`src/rtl/dram_pkg.sv`:
```
package dram_pkg;

    typedef enum logic [1:0] {
        ST_IDLE      = 2'd0,
        ST_ACTIVE    = 2'd1,
        ST_PRECHARGE = 2'd2,
        ST_REF_WB    = 2'd3
    } dram_state_e;

endpackage

```
`src/rtl/dram_ctrl.sv`:
```
module dram_ctrl
    import dram_pkg::*;
#(
    parameter int RAW = 2
) (
    input  logic           clk,
    input  logic           rst_n,
    input  logic           row_stb,
    input  logic           col_stb,
    input  logic           wr_en,
    input  logic           refresh,
    input  logic [RAW-1:0] row_addr,
    output logic           load_row,
    output logic           wb_en,
    output logic           col_wr,
    output logic           col_rd,
    output logic [RAW-1:0] open_row,
    output logic           rvalid,
    output logic           err
);

    dram_state_e state_q, state_d;
    logic        col_ok;
    logic [RAW-1:0] row_q;

    // state register
    always_ff @(posedge clk or negedge rst_n) begin
        if (!rst_n) state_q <= ST_IDLE;
        else        state_q <= state_d;
    end

    // transitions
    always_comb begin
        state_d = state_q;
        unique case (state_q)
            ST_IDLE: begin
                if (refresh)      state_d = ST_REF_WB;
                else if (row_stb) state_d = ST_ACTIVE;
            end
            ST_ACTIVE: begin
                if (!row_stb) state_d = ST_PRECHARGE;
            end
            ST_PRECHARGE: state_d = ST_IDLE;
            ST_REF_WB:    state_d = ST_IDLE;
            default:      state_d = ST_IDLE;
        endcase
    end

    // outputs of each state
    always_comb begin
        load_row = 1'b0;
        wb_en    = 1'b0;
        col_ok   = 1'b0;
        unique case (state_q)
            ST_IDLE:      load_row = refresh | row_stb;
            ST_ACTIVE:    col_ok   = row_stb;
            ST_PRECHARGE: wb_en    = 1'b1;
            ST_REF_WB:    wb_en    = 1'b1;
            default:      ;
        endcase
        col_wr = col_stb & col_ok & wr_en;
        col_rd = col_stb & col_ok & ~wr_en;
    end

    always_ff @(posedge clk or negedge rst_n) begin
        if (!rst_n) begin
            row_q  <= '0;
            rvalid <= 1'b0;
            err    <= 1'b0;
        end else begin
            if (load_row) row_q <= row_addr;
            rvalid <= col_rd;
            err    <= col_stb & ~col_ok;
        end
    end

    assign open_row = row_q;


    assert property (@(posedge clk) disable iff (!rst_n)
        (col_stb && state_q != ST_ACTIVE) |=> (err && !rvalid))
        else $error("stray_col_err_chk");


    assert property (@(posedge clk) disable iff (!rst_n)
        (col_stb && !wr_en && state_q == ST_ACTIVE && row_stb) |=> (rvalid && !err))
        else $error("read_valid_chk");


    assert property (@(posedge clk) disable iff (!rst_n)
        (state_q == ST_ACTIVE && !row_stb) |=> (state_q == ST_PRECHARGE) ##1 (state_q == ST_IDLE))
        else $error("precharge_seq_chk");


    assert property (@(posedge clk) disable iff (!rst_n)
        (state_q == ST_IDLE && refresh) |=> (state_q == ST_REF_WB) ##1 (state_q == ST_IDLE))
        else $error("refresh_seq_chk");


    assert property (@(posedge clk) disable iff (!rst_n)
        (state_q == ST_ACTIVE) |=> $stable(row_q))
        else $error("open_row_hold_chk");

endmodule

```
`src/rtl/dram_array.sv`:
```
module dram_array #(
    parameter int ROWS  = 4,
    parameter int COLS  = 4,
    parameter int WIDTH = 8,
    localparam int RAW  = (ROWS > 1) ? $clog2(ROWS) : 1,
    localparam int RW   = COLS * WIDTH
) (
    input  logic           clk,
    input  logic           rst_n,
    input  logic [RAW-1:0] rd_row,
    output logic [RW-1:0]  rd_data,
    input  logic           wr_en,
    input  logic [RAW-1:0] wr_row,
    input  logic [RW-1:0]  wr_data
);

    logic [ROWS-1:0][RW-1:0] cells_q;
    logic [ROWS-1:0]         row_hit;

    for (genvar g = 0; g < ROWS; g++) begin : g_row_dec
        assign row_hit[g] = wr_en && (wr_row == RAW'(g));
    end

    always_ff @(posedge clk or negedge rst_n) begin
        if (!rst_n) begin
            cells_q <= '0;
        end else begin
            for (int r = 0; r < ROWS; r++) begin
                if (row_hit[r]) cells_q[r] <= wr_data;
            end
        end
    end

    assign rd_data = cells_q[rd_row];


    assert property (@(posedge clk) disable iff (!rst_n)
        wr_en |=> (cells_q[$past(wr_row)] == $past(wr_data)))
        else $error("writeback_lands_chk");


    assert property (@(posedge clk) disable iff (!rst_n)
        !wr_en |=> $stable(cells_q))
        else $error("array_quiet_chk");

endmodule

```
`src/rtl/dram_rowbuf.sv`:
```
module dram_rowbuf #(
    parameter int COLS  = 4,
    parameter int WIDTH = 8,
    localparam int CAW  = (COLS > 1) ? $clog2(COLS) : 1,
    localparam int RW   = COLS * WIDTH
) (
    input  logic             clk,
    input  logic             rst_n,
    input  logic             load,
    input  logic [RW-1:0]    load_data,
    input  logic [CAW-1:0]   col,
    input  logic             col_wr,
    input  logic             col_rd,
    input  logic [WIDTH-1:0] wdata,
    output logic [RW-1:0]    row_data,
    output logic [WIDTH-1:0] rdata
);

    logic [COLS-1:0][WIDTH-1:0] buf_q;
    logic [COLS-1:0]            col_hit;

    for (genvar g = 0; g < COLS; g++) begin : g_col_dec
        assign col_hit[g] = col_wr && (col == CAW'(g));
    end

    always_ff @(posedge clk or negedge rst_n) begin
        if (!rst_n) begin
            buf_q <= '0;
        end else if (load) begin
            buf_q <= load_data;
        end else begin
            for (int c = 0; c < COLS; c++) begin
                if (col_hit[c]) buf_q[c] <= wdata;
            end
        end
    end

    always_ff @(posedge clk or negedge rst_n) begin
        if (!rst_n)      rdata <= '0;
        else if (col_rd) rdata <= buf_q[col];
    end

    assign row_data = buf_q;


    assert property (@(posedge clk) disable iff (!rst_n)
        (col_wr && !load) |=> (buf_q[$past(col)] == $past(wdata)))
        else $error("col_write_chk");


    assert property (@(posedge clk) disable iff (!rst_n)
        (!col_wr && !load) |=> $stable(buf_q))
        else $error("buf_quiet_chk");


    assert property (@(posedge clk) disable iff (!rst_n)
        !col_rd |=> $stable(rdata))
        else $error("rdata_hold_chk");

endmodule

```
`src/rtl/mux_addr_dram.sv`:
```
module mux_addr_dram #(
    parameter int ROWS  = 4,
    parameter int COLS  = 4,
    parameter int WIDTH = 8,
    localparam int RAW  = (ROWS > 1) ? $clog2(ROWS) : 1,
    localparam int CAW  = (COLS > 1) ? $clog2(COLS) : 1,
    localparam int AW   = (RAW > CAW) ? RAW : CAW
) (
    input  logic             clk,
    input  logic             rst_n,
    input  logic [AW-1:0]    addr,
    input  logic             row_stb,
    input  logic             col_stb,
    input  logic             wr_en,
    input  logic             refresh,
    input  logic [WIDTH-1:0] wdata,
    output logic [WIDTH-1:0] rdata,
    output logic             rvalid,
    output logic             err
);

    localparam int RW = COLS * WIDTH;

    logic           load_row, wb_en, col_wr, col_rd;
    logic [RAW-1:0] open_row;
    logic [RW-1:0]  array_rd, buf_row;

    dram_ctrl #(.RAW(RAW)) u_ctrl (
        .clk      (clk),
        .rst_n    (rst_n),
        .row_stb  (row_stb),
        .col_stb  (col_stb),
        .wr_en    (wr_en),
        .refresh  (refresh),
        .row_addr (addr[RAW-1:0]),
        .load_row (load_row),
        .wb_en    (wb_en),
        .col_wr   (col_wr),
        .col_rd   (col_rd),
        .open_row (open_row),
        .rvalid   (rvalid),
        .err      (err)
    );

    dram_array #(.ROWS(ROWS), .COLS(COLS), .WIDTH(WIDTH)) u_array (
        .clk     (clk),
        .rst_n   (rst_n),
        .rd_row  (addr[RAW-1:0]),
        .rd_data (array_rd),
        .wr_en   (wb_en),
        .wr_row  (open_row),
        .wr_data (buf_row)
    );

    dram_rowbuf #(.COLS(COLS), .WIDTH(WIDTH)) u_rowbuf (
        .clk       (clk),
        .rst_n     (rst_n),
        .load      (load_row),
        .load_data (array_rd),
        .col       (addr[CAW-1:0]),
        .col_wr    (col_wr),
        .col_rd    (col_rd),
        .wdata     (wdata),
        .row_data  (buf_row),
        .rdata     (rdata)
    );


    assert property (@(posedge clk) disable iff (!rst_n)
        !(rvalid && err))
        else $error("valid_err_excl_chk");

endmodule

```
`config.mk`:
```
export PLATFORM = sky130hd
export DESIGN_NAME = mux_addr_dram
export DESIGN_NICKNAME = d
export VERILOG_FILES = /design/src/rtl/dram_pkg.sv /design/src/rtl/dram_ctrl.sv /design/src/rtl/dram_array.sv /design/src/rtl/dram_rowbuf.sv /design/src/rtl/mux_addr_dram.sv
export SDC_FILE = /design/constraint.sdc
export NUM_CORES = 1
export LEC_CHECK = 0
export BUFFER_PORTS_ARGS = -buffer_cell sky130_fd_sc_hd__clkbuf_2
export CAP_MARGIN = 20
export CORE_MARGIN = 2
export CORE_UTILIZATION = 45
export DETAILED_ROUTE_END_ITERATION = 6
export PLACE_DENSITY = 0.66
export SYNTH_ARGS = -nofsm -noshare
export SYNTH_HDL_FRONTEND = slang
export SYNTH_SLANG_ARGS = --single-unit
```
`constraint.sdc`:
```
create_clock -name clk -period 1.63 [get_ports clk]
set_clock_uncertainty 0.2 [all_clocks]
set_input_delay 0.0815 -clock clk [delete_from_list [all_inputs] [get_ports clk]]
set_output_delay 0.0815 -clock clk [all_outputs]
set_load 0.03 [all_outputs]
```
==> out/metrics.csv, run 1 <==
stage,metric,value,unit
synthesis,area fraction of the dominant cell type after synthesis,54.38,%
sta,Period minus WS final,1.756,ns
synthesis,cells after synthesis,626,
cts,worst skew pair latency,0.44,ns
sta,# setup viols final,66,
routing,Vias/cell,6.044,
routing,DR DRC count,0,
floorplanning,area of the core,17360,µm²
worst_setup_path,crit path buf inv count,3,
worst_setup_path,r2r worst-path depth,5,
global_route,initial antenna violation count,0,
synthesis,"Avg Cell Area, Syn",12.79,µm²
synthesis,top_reg_cell synth,dfrtp_1,
cells_and_area,fillers,1266,
worst_setup_path,CP required,1.75,ns
cts,CTS tree,done,
global_route,first-pass GRT wire length,32980,µm
placed_design,RePlAce Congestion,0.8237,
synthesis,post-synthesis net count,642,
worst_setup_path,Slowest cell on crit path,dfrtp_2,
worst_hold_path,Hold Crit Class,in -> reg,
sta,FMAX,569.4,MHz
synthesis,synth unique cells,37,
synthesis,register area share after synthesis,54.38,%
routing,initial drt markers,508,
run,Max-Cap Viols,0,
synthesis,Ys Warns,0,
routing,Via Count,5905,
sta,period utilisation layout,107.7,%
cts,root buffer cell,clkbuf_16,
floorplanning,die area,18870,µm²
routing,Routed wire per std cell,22.65,µm
floorplanning,die width,137.4,µm
floorplanning,Initial Util,46.13,%
worst_hold_path,WHS Path Cells,3,
worst_setup_path,crit-path cells,nor3b_4 -> buf_6 -> buf_6 -> clkbuf_16 -> mux2_4,
sta,Max Slew Vio Count,0,
cells_and_area,P&R area growth vs syn,31.44,%
sta,relative slew slack,70.69,%
cells_and_area,Register Area,4359,µm²
global_route,grt ovf,0,
placed_design,detailed placement HPWL,13320,µm
sta,endpoints failing hold,0,
cells_and_area,nets@finish,755,
cells_and_area,fraction of layout cells with a size suffix above 1,41.09,%
synthesis,Post-synth ARST share,100.0,%
cts,clk sinks,174,
power,pwr/cell area,1710,nW/µm²
power,total design power,0.01800,W
run_status,failing checks,setup timing,
cells_and_area,Final Util,60.63,%
worst_setup_path,Critical Path AT,1.87,ns
worst_setup_path,CP endpoint kind,flip-flop,
routing,final WL,22130,µm
floorplanning,Boundary Pins,26,
routing,First-pass DRT Iterations,4,
cts,H-tree Lvls,4,
cells_and_area,Antenna Cells,0,
global_route,vias in the first global route,5873,
worst_setup_path,Crit path max-delay family,flip-flops,
worst_setup_path,most frequent CP cell,buf_6,
routing,final antenna-violating net count,0,
power,Pleak,4.683,nW
floorplanning,die height,137.4,µm
run_status,status,"finished, violations left",
power,worst vdd ir,1.332,mV
cts,"CTS clk-pin slew, worst paths",0.07,ns
synthesis,register bit total from synthesis,174,
floorplanning,row cnt,48,
cts,CTS Buf Count,17,
synthesis,Post-synth EDFFs,0,
cells_and_area,Multi-input gate area,3795,µm²
sta,unrepaired setup endpoints after global routing,yes,
global_route,All-Layer GR Usage,23.51,%
synthesis,Synth Cell Area,8006,µm²
worst_setup_path,maximum fanout along the worst path,6,
synthesis,"top cells by area, synth","dfrtp_1 54%, mux2_2 11%, mux4_2 9.3%",
cts,CTS Buffer Depth,2,
synthesis,cell taking the most area after synthesis,dfrtp_1,
sta,Slew @ Worst Pin,0.4397,ns
worst_setup_path,Worst Setup Start Kind,flip-flop,
placed_design,count of buffers from port buffering,25,
sta,Final Worst Setup Slack,-0.1263,ns
worst_setup_path,critical path depth in cells,5,
worst_setup_path,kind of critical path,reg -> reg,
worst_setup_path,slowest cell delay on critical path,0.45,ns
global_route,largest net degree at the start of global routing,42,
synthesized netlist by cell type, drive strengths merged, types with 4 or more instances:
| library cell | count |
|---|---|
| and3 | 7 |
| nand3 | 23 |
| a31oi | 4 |
| mux4 | 40 |
| and2 | 8 |
| a21boi | 7 |
| nand3b | 4 |
| nand2 | 65 |
| inv | 22 |
| nor3 | 5 |
| clkbuf | 18 |
| o21ai | 68 |
| o2111ai | 21 |
| dfrtp | 174 |
| nor2 | 10 |
| o311ai | 20 |
| buf | 32 |
| a221o | 7 |
| nand4 | 4 |
| mux2 | 75 |
layer usage:
layer | global-route usage, % | vias to the layer above | wire (µm)
met4 | 6.816 | 0 | 404
met3 | 6.586 | 35 | 1477
met1 | 31.63 | 3072 | 9474
li1 | - | 2568 | -
met5 | 0 | - | 0
met2 | 37.45 | 230 | 10770
worst paths after layout:
kind / endpoint / from / slack (ns)
min in group asynchronous: u_rowbuf.rdata[7] / rst_n / 0.48
hold reg to reg: u_array.cells_q[86] / u_array.cells_q[86] / 0.28
setup reg to reg: u_array.cells_q[20] / u_ctrl.open_row[0] / -0.13
setup / recovery: u_array.cells_q[20] / u_ctrl.open_row[0] / -0.13
max in group asynchronous: u_array.cells_q[14] / rst_n / 0.13
hold / removal: u_ctrl.rvalid / wr_en / 0.03
what timing repair did:
action,in CTS,in global routing
buffers inserted,7,11
resized for setup,57,77
pin swaps,11,9
cloned,2,5
hold buffers,13,1
setup endpoints to repair,89,115
hold endpoints to repair,193,2
power by group:
| group | total, W | switching [W] | leakage, nW | internal [W] |
|---|---|---|---|---|
| Clock | 0.00407 | 0.00179 | 0.282 | 0.00228 |
| Combinational | 0.00681 | 0.00327 | 2.07 | 0.00354 |
| Sequential | 0.00711 | 0.00111 | 2.33 | 0.00600 |
| Total | 0.0180 | 0.00618 | 4.68 | 0.0118 |
worst min-delay path, delay by kind of cell:
| kind | cells | cell delay, ns |
|---|---|---|
| buffers and inverters | 2 | 0.42 |
| AND/OR/NAND/NOR | 1 | 0.12 |
flip-flops by register name, summed over array words and instances (netlist names):
signal	cells
u_ctrl.rvalid	1
u_array.cells_q	128
u_ctrl.err	1
u_ctrl.open_row	2
u_rowbuf.row_data	32
u_ctrl.state_q	2
u_rowbuf.rdata	8
kinds of logic (layout without fill, tap and decap cells):
kind of cell	Yosys count	count (layout)	share of synthesized area, %
flip-flops	174	174	54.38
AND/OR/NAND/NOR	133	135	8.079
AO/OA/AOI/OAI	132	132	11.14
multiplexers	115	115	22.13
buffers and inverters	72	196	4.266
cell type report:
type,count,area share [%]
Clock inverter,14,1.510
Timing Repair Buffer,142,13.47
Sequential cell,174,41.42
Clock buffer,18,4.078
Multi-Input combinational cell,382,36.06
Tap cell,225,2.675
Inverter,22,0.7847
through the flow:
stage / hold WS [ns] / area (µm²) / setup TNS (ns) / cells / worst slack, ns
2_1_floorplan: -0.4141 / 8046 / -0.05334 / 626 / -0.001778
3_3_place_gp: -0.1791 / 8975 / -2.773 / 907 / -0.1222
3_5_place_dp: -0.1740 / 8975 / -4.500 / 907 / -0.1724
4_1_cts: -0.1822 / 9973 / -1.482 / 961 / -0.08827
5_1_grt: 0.02673 / 10520 / -8.019 / 977 / -0.1557
6_report: 0.02929 / 10520 / -3.443 / 977 / -0.1263
cells in the final DEF (no fill, tap or decap), drive strengths merged, types with 8 or more instances in the layout:
cell	count
dlygate4sd3	14
clkbuf	45
mux4	40
o21ai	68
inv	26
nand3	23
nor2	10
dfrtp	174
buf	101
nand2	65
mux2	75
o2111ai	21
and2	8
o311ai	20
Note: power is estimated with default switching activity, not from simulation.
==> inputs of run 2 (changes only) <==
ABC_AREA = 1   (was not set)
PLACE_DENSITY = not set   (was 0.66)
SLEW_MARGIN = 0   (was not set)
==> out/metrics.csv, run 2 <==
stage,metric,value,unit
run_status,status,"complete, no violations",
worst_setup_path,CP endpoint kind,flip-flop,
floorplanning,Initial Util,45.76,%
cells_and_area,max reg flops,128,
synthesis,Compound-Gate Fraction of Synth Area,8.598,%
global_route,initial antenna violation count,0,
worst_hold_path,WHS Path Cells,9,
cells_and_area,nets@finish,1138,
synthesis,cells after synthesis,1078,
run,Max-Cap Viols,0,
power,pwr/cell area,1793,nW/µm²
placed_design,RePlAce Congestion,0.8357,
routing,Routed wire per std cell,15.28,µm
sta,period utilisation layout,97.25,%
placed_design,count of buffers from port buffering,25,
power,total design power,0.01718,W
worst_setup_path,r2r setup slk,0.04,ns
cts,"CTS clk-pin slew, worst paths",0.06,ns
synthesis,Synth Cell Area,8193,µm²
worst_setup_path,kind of critical path,reg -> reg,
routing,Met1 Wirelength,10690,µm
synthesis,cell taking the most area after synthesis,dfrtp_1,
floorplanning,row cnt,49,
cts,H-tree Lvls,4,
cells_and_area,Biggest register,u_array.cells_q,
worst_hold_path,WHS Endpoint,u_rowbuf.row_data[13],
cts,CTS Buffer Depth,2,
routing,DR DRC count,0,
synthesis,Commonest cells post-synth,"601 x nand2_1, 174 x dfrtp_1, 139 x o21ai_0",
routing,final WL,20840,µm
sta,relative slew slack,73.76,%
synthesis,register bit total from synthesis,174,
cts,root buffer cell,clkbuf_16,
routing,Vias/cell,4.989,
routing,routed wl met3,601,µm
floorplanning,die area,19300,µm²
floorplanning,Boundary Pins,26,
routing,WL met2,9339,µm
cells_and_area,most frequent cells in the layout,"591 x nand2_1, 173 x dfrtp_1, 139 x o21ai_0",
worst_setup_path,RR Endpoint,u_rowbuf.row_data[26],
power,Pleak,4.964,nW
synthesis,mux contribution to synthesized area,0,%
floorplanning,area of the core,17900,µm²
cts,CTS Buf Count,17,
synthesis,Post-synth ARST share,100.0,%
routing,final antenna-violating net count,0,
power,worst vdd ir,1.426,mV
sta,Max Slew Vio Count,0,
cts,worst skew pair latency,0.42,ns
cells_and_area,Register Area,4355,µm²
synthesis,top-count cell post-synth,nand2_1,
synthesis,simple-gate share of the synthesized area,32.67,%
cells_and_area,Antenna Cells,0,
synthesis,top_reg_cell synth,dfrtp_1,
global_route,largest net degree at the start of global routing,65,
global_route,vias in the first global route,6656,
synthesis,Synth Area in Adders,0,%
sta,FMAX,630.8,MHz
sta,endpoints failing hold,0,
synthesis,"Avg Cell Area, Syn",7.600,µm²
cts,clk sinks,174,
routing,initial drt markers,562,
global_route,All-Layer GR Usage,22.67,%
worst_setup_path,worst r2r src,u_ctrl.state_q[1],
cells_and_area,Final Util,53.53,%
sta,Fin Setup TNS,0,ns
cells_and_area,fillers,1737,
cells_and_area,fraction of layout cells with a size suffix above 1,11.45,%
synthesis,post-synthesis net count,1094,
sta,Period minus WS final,1.585,ns
synthesis,Post-synth EDFFs,0,
worst_setup_path,maximum fanout along the worst path,8,
placed_design,dpl cells,1314,
cells_and_area,"commonest non-fill, non-tap cell in the layout",nand2_1,
synthesis,Post-Synth XOR/XNOR Area,0,%
synthesis,register area share after synthesis,53.15,%
floorplanning,die height,138.9,µm
placed_design,detailed placement HPWL,13750,µm
global_route,grt ovf,0,
cts,CTS tree,done,
worst_hold_path,worst hold start,addr[0],
sta,unrepaired setup endpoints after global routing,yes,
synthesis,area fraction of the dominant cell type after synthesis,53.15,%
synthesis,synth unique cells,20,
worst_setup_path,Worst Setup Start Kind,flip-flop,
cells_and_area,Multi-input gate area,3487,µm²
floorplanning,die width,138.9,µm
routing,top layer in use,met4,
global_route,first-pass GRT wire length,35150,µm
sta,Slew @ Worst Pin,0.3936,ns
worst_setup_path,r2r worst-path depth,8,
synthesis,"top cells by area, synth","dfrtp_1 53%, nand2_1 28%, o21ai_0 8.5%",
routing,First-pass DRT Iterations,5,
worst_setup_path,Critical Path AT,1.74,ns
routing,Via Count,6805,
synthesis,Ys Warns,0,
sta,# setup viols final,0,
synthesis,largest family of logic cells by synthesized area,simple AND/OR/NAND/NOR gates,
cells_and_area,P&R area growth vs syn,16.97,%
cells_and_area,fin cells,1364,
worst_setup_path,CP required,1.79,ns
worst_hold_path,Hold Crit Class,in -> reg,
==> run 2: changes by cell type after synthesis, sizes merged, moves of 8 or more <==
cell,before,now
mux2,75,0
nand2,65,605
clkbuf,18,31
inv,22,47
nand3,23,39
o21ai,68,140
o311ai,20,0
and2,8,0
o2111ai,21,0
mux4,40,0
==> run 2: cell families (layout without fill, tap and decap cells) <==
kind of cell,count (synthesis),count (layout)
AOI/OAI and AO/OA,140,140
and+or+nand+nor,660,663
buffers and inverters,104,158
DFF,174,174
==> run 2: how the worst max path moves through the flow <==
| stage | startpoint | endpoint | cells past startpoint |
|---|---|---|---|
| 3_5_place_dp | u_ctrl.state_q[0] | u_rowbuf.row_data[12] | 7 |
| 3_3_place_gp | u_ctrl.state_q[0] | u_rowbuf.row_data[4] | 7 |
| 2_1_floorplan | u_ctrl.state_q[1] | u_rowbuf.row_data[0] | 8 |
| 6_report | u_ctrl.state_q[1] | u_rowbuf.row_data[26] | 8 |
| 4_1_cts | u_ctrl.state_q[1] | u_rowbuf.row_data[7] | 7 |
| 5_1_grt | u_ctrl.state_q[1] | u_rowbuf.row_data[26] | 8 |
==> run 2: per-layer routing <==
layer	global-route usage (%)	vias up
li1	-	3470
met1	32.80	3214
met2	35.57	100
met3	4.454	21
met4	5.423	0
met5	0	-
==> run 2: per-stage QoR <==
step                      setup WS, ns  area [µm²]  hold slack (ns)
final                          0.04477        9583          0.06167
after global routing          -0.01382        9583           0.1211
after CTS                     0.008437        9490          0.05697
after detailed placement      -0.03577        8791          -0.2106
after global placement       -0.007000        8791          -0.2105
after floorplan                 0.1576        8193          -0.4141
==> run 2: report_power, final <==
group          total [W]  switching (W)  internal, W
Combinational    0.00587        0.00375      0.00213
Sequential       0.00750        0.00124      0.00626
Clock            0.00381        0.00171      0.00210
==> run 2: layout make-up <==
cell class / count / area share [%]
clock inverters: 14 / 1.227
repair buffers: 78 / 7.586
clock buffers: 18 / 4.478
multi-input cells: 803 / 36.39
inverters: 48 / 1.880
flip-flops and latches: 174 / 45.45
well taps: 229 / 2.990
==> run 2: repair_timing <==
| item | CTS | global route |
|---|---|---|
| gates cloned | 0 | 3 |
| resized for setup | 1 | 13 |
| hold buffers | 15 | 0 |
| setup buffers | 0 | 1 |
| pin swaps | 0 | 6 |
| endpoints found under the setup margin | 8 | 29 |
| hold endpoints to repair | 211 | 0 |
==> run 2: worst max-delay path, cell delays in order (launching register included) <==
cell	delay (ns)
dfrtp_1	0.42
inv_2	0.09
nand3_4	0.07
nor2_4	0.13
buf_12	0.15
nand3_4	0.15
nand2_8	0.17
nand2_1	0.06
nand2_1	0.06
==> inputs of run 3 (changes only) <==
CORE_UTILIZATION = 35   (was 45)
==> out/metrics.csv, run 3 (synthesized netlist as in run 2, its figures left out) <==
stage,metric,value,unit
run_status,status,"complete, no violations",
worst_setup_path,worst r2r src,u_ctrl.state_q[1],
cts,"CTS clk-pin slew, worst paths",0.07,ns
floorplanning,die height,157.0,µm
sta,Period minus WS final,1.563,ns
floorplanning,die area,24650,µm²
power,Pleak,4.998,nW
placed_design,detailed placement HPWL,13980,µm
worst_hold_path,Hold Crit Class,in -> reg,
sta,period utilisation layout,95.89,%
floorplanning,die width,157.0,µm
sta,Fin Setup TNS,0,ns
cells_and_area,P&R area growth vs syn,18.57,%
sta,relative slew slack,73.83,%
cts,clk sinks,174,
cts,H-tree Lvls,4,
global_route,All-Layer GR Usage,18.42,%
worst_setup_path,Setup crit end,u_rowbuf.row_data[18],
routing,final antenna-violating net count,0,
cells_and_area,Register Area,4354,µm²
cells_and_area,Final Util,42.65,%
worst_setup_path,r2r worst-path depth,8,
sta,endpoints failing hold,0,
cells_and_area,Biggest register,u_array.cells_q,
routing,First-pass DRT Iterations,5,
global_route,first-pass GRT wire length,35650,µm
worst_hold_path,WHS Path Cells,6,
cells_and_area,fraction of layout cells with a size suffix above 1,10.74,%
placed_design,RePlAce Congestion,0.8675,
routing,Vias/cell,4.764,
cells_and_area,fin cells,1449,
routing,initial drt markers,377,
cts,CTS tree,done,
routing,DR DRC count,0,
global_route,grt ovf,0,
cts,worst skew pair latency,0.43,ns
cells_and_area,Antenna Cells,0,
sta,FMAX,639.8,MHz
power,total design power,0.01749,W
global_route,largest net degree at the start of global routing,49,
routing,Via Count,6903,
placed_design,count of buffers from port buffering,25,
worst_setup_path,CP required,1.79,ns
cts,root buffer cell,clkbuf_16,
sta,# setup viols final,0,
cells_and_area,"commonest non-fill, non-tap cell in the layout",nand2_1,
run,Max-Cap Viols,0,
floorplanning,row cnt,55,
power,worst vdd ir,0.9931,mV
placed_design,dpl cells,1399,
worst_setup_path,Critical Path Source,u_ctrl.state_q[1],
cells_and_area,max reg flops,128,
global_route,initial antenna violation count,0,
cells_and_area,nets@finish,1139,
floorplanning,area of the core,22780,µm²
worst_setup_path,Worst Setup Start Kind,flip-flop,
worst_setup_path,r2r setup slk,0.07,ns
routing,final WL,21110,µm
sta,Slew @ Worst Pin,0.3926,ns
cells_and_area,Multi-input gate area,3430,µm²
sta,final hold slack,0.1515,ns
worst_setup_path,RR Endpoint,u_rowbuf.row_data[18],
worst_setup_path,Critical Path AT,1.72,ns
cells_and_area,most frequent cells in the layout,"599 x nand2_1, 174 x dfrtp_1, 138 x o21ai_0",
floorplanning,Boundary Pins,26,
cells_and_area,fillers,2334,
worst_setup_path,CP endpoint kind,flip-flop,
routing,Routed wire per std cell,14.57,µm
cts,CTS Buffer Depth,2,
worst_setup_path,kind of critical path,reg -> reg,
floorplanning,Initial Util,35.97,%
sta,Max Slew Vio Count,0,
power,pwr/cell area,1801,nW/µm²
worst_setup_path,maximum fanout along the worst path,8,
global_route,vias in the first global route,6710,
cts,CTS Buf Count,17,
-- run 3: area by class of cell --
type	instances	share of cell area [%]
Tap cell	313	4.031
Clock inverter	15	1.636
Inverter	48	1.855
Sequential cell	174	44.82
Multi-Input combinational cell	801	35.30
Timing Repair Buffer	81	7.973
Clock buffer	17	4.379
-- run 3: critical path, cell delays in order, from the launching register on --
cell and delay, ns:
dfrtp_1 0.43, inv_2 0.10, nand3_4 0.08, nor2_4 0.13, buf_12 0.14, nand3_4 0.15, nand2_8 0.15, nand2_1 0.07
nand2_1 0.06
-- run 3: how the worst min path moves through the flow --
| stage | from | to |
|---|---|---|
| CTS | addr[1] | u_ctrl.open_row[1] |
| global placement | rst_n | u_array.cells_q[25] |
| global route | addr[1] | u_ctrl.open_row[1] |
| finish | addr[1] | u_rowbuf.row_data[19] |
| floorplan | rst_n | u_array.cells_q[0] |
| detailed placement | rst_n | u_array.cells_q[57] |
-- run 3: metal layers --
| layer | wire length [µm] | track usage, % |
|---|---|---|
| met1 | 10320 | 26.59 |
| met2 | 9747 | 28.88 |
| met3 | 824 | 3.084 |
| met4 | 213 | 4.675 |
| met5 | 0 | 0 |
-- run 3: metrics by stage --
step,cell area [µm²],setup WS (ns)
after floorplan,8193,0.1576
after global placement,8916,0.03080
after detailed placement,8916,-0.02130
after CTS,9653,0.02646
after global routing,9714,-0.009820
final,9714,0.06705
-- run 3: power breakdown --
group	total (W)	internal [W]	switching, W
Clock	0.00410	0.00228	0.00182
Sequential	0.00747	0.00625	0.00121
Combinational	0.00593	0.00218	0.00375
-- run 3: repair_timing --
item	4_1_cts	5_1_grt
pin swaps	0	3
gates cloned	0	1
hold endpoints to repair	212	0
setup buffers	0	2
setup endpoints to repair	9	40
gates resized for setup	1	6
hold buffers	15	0
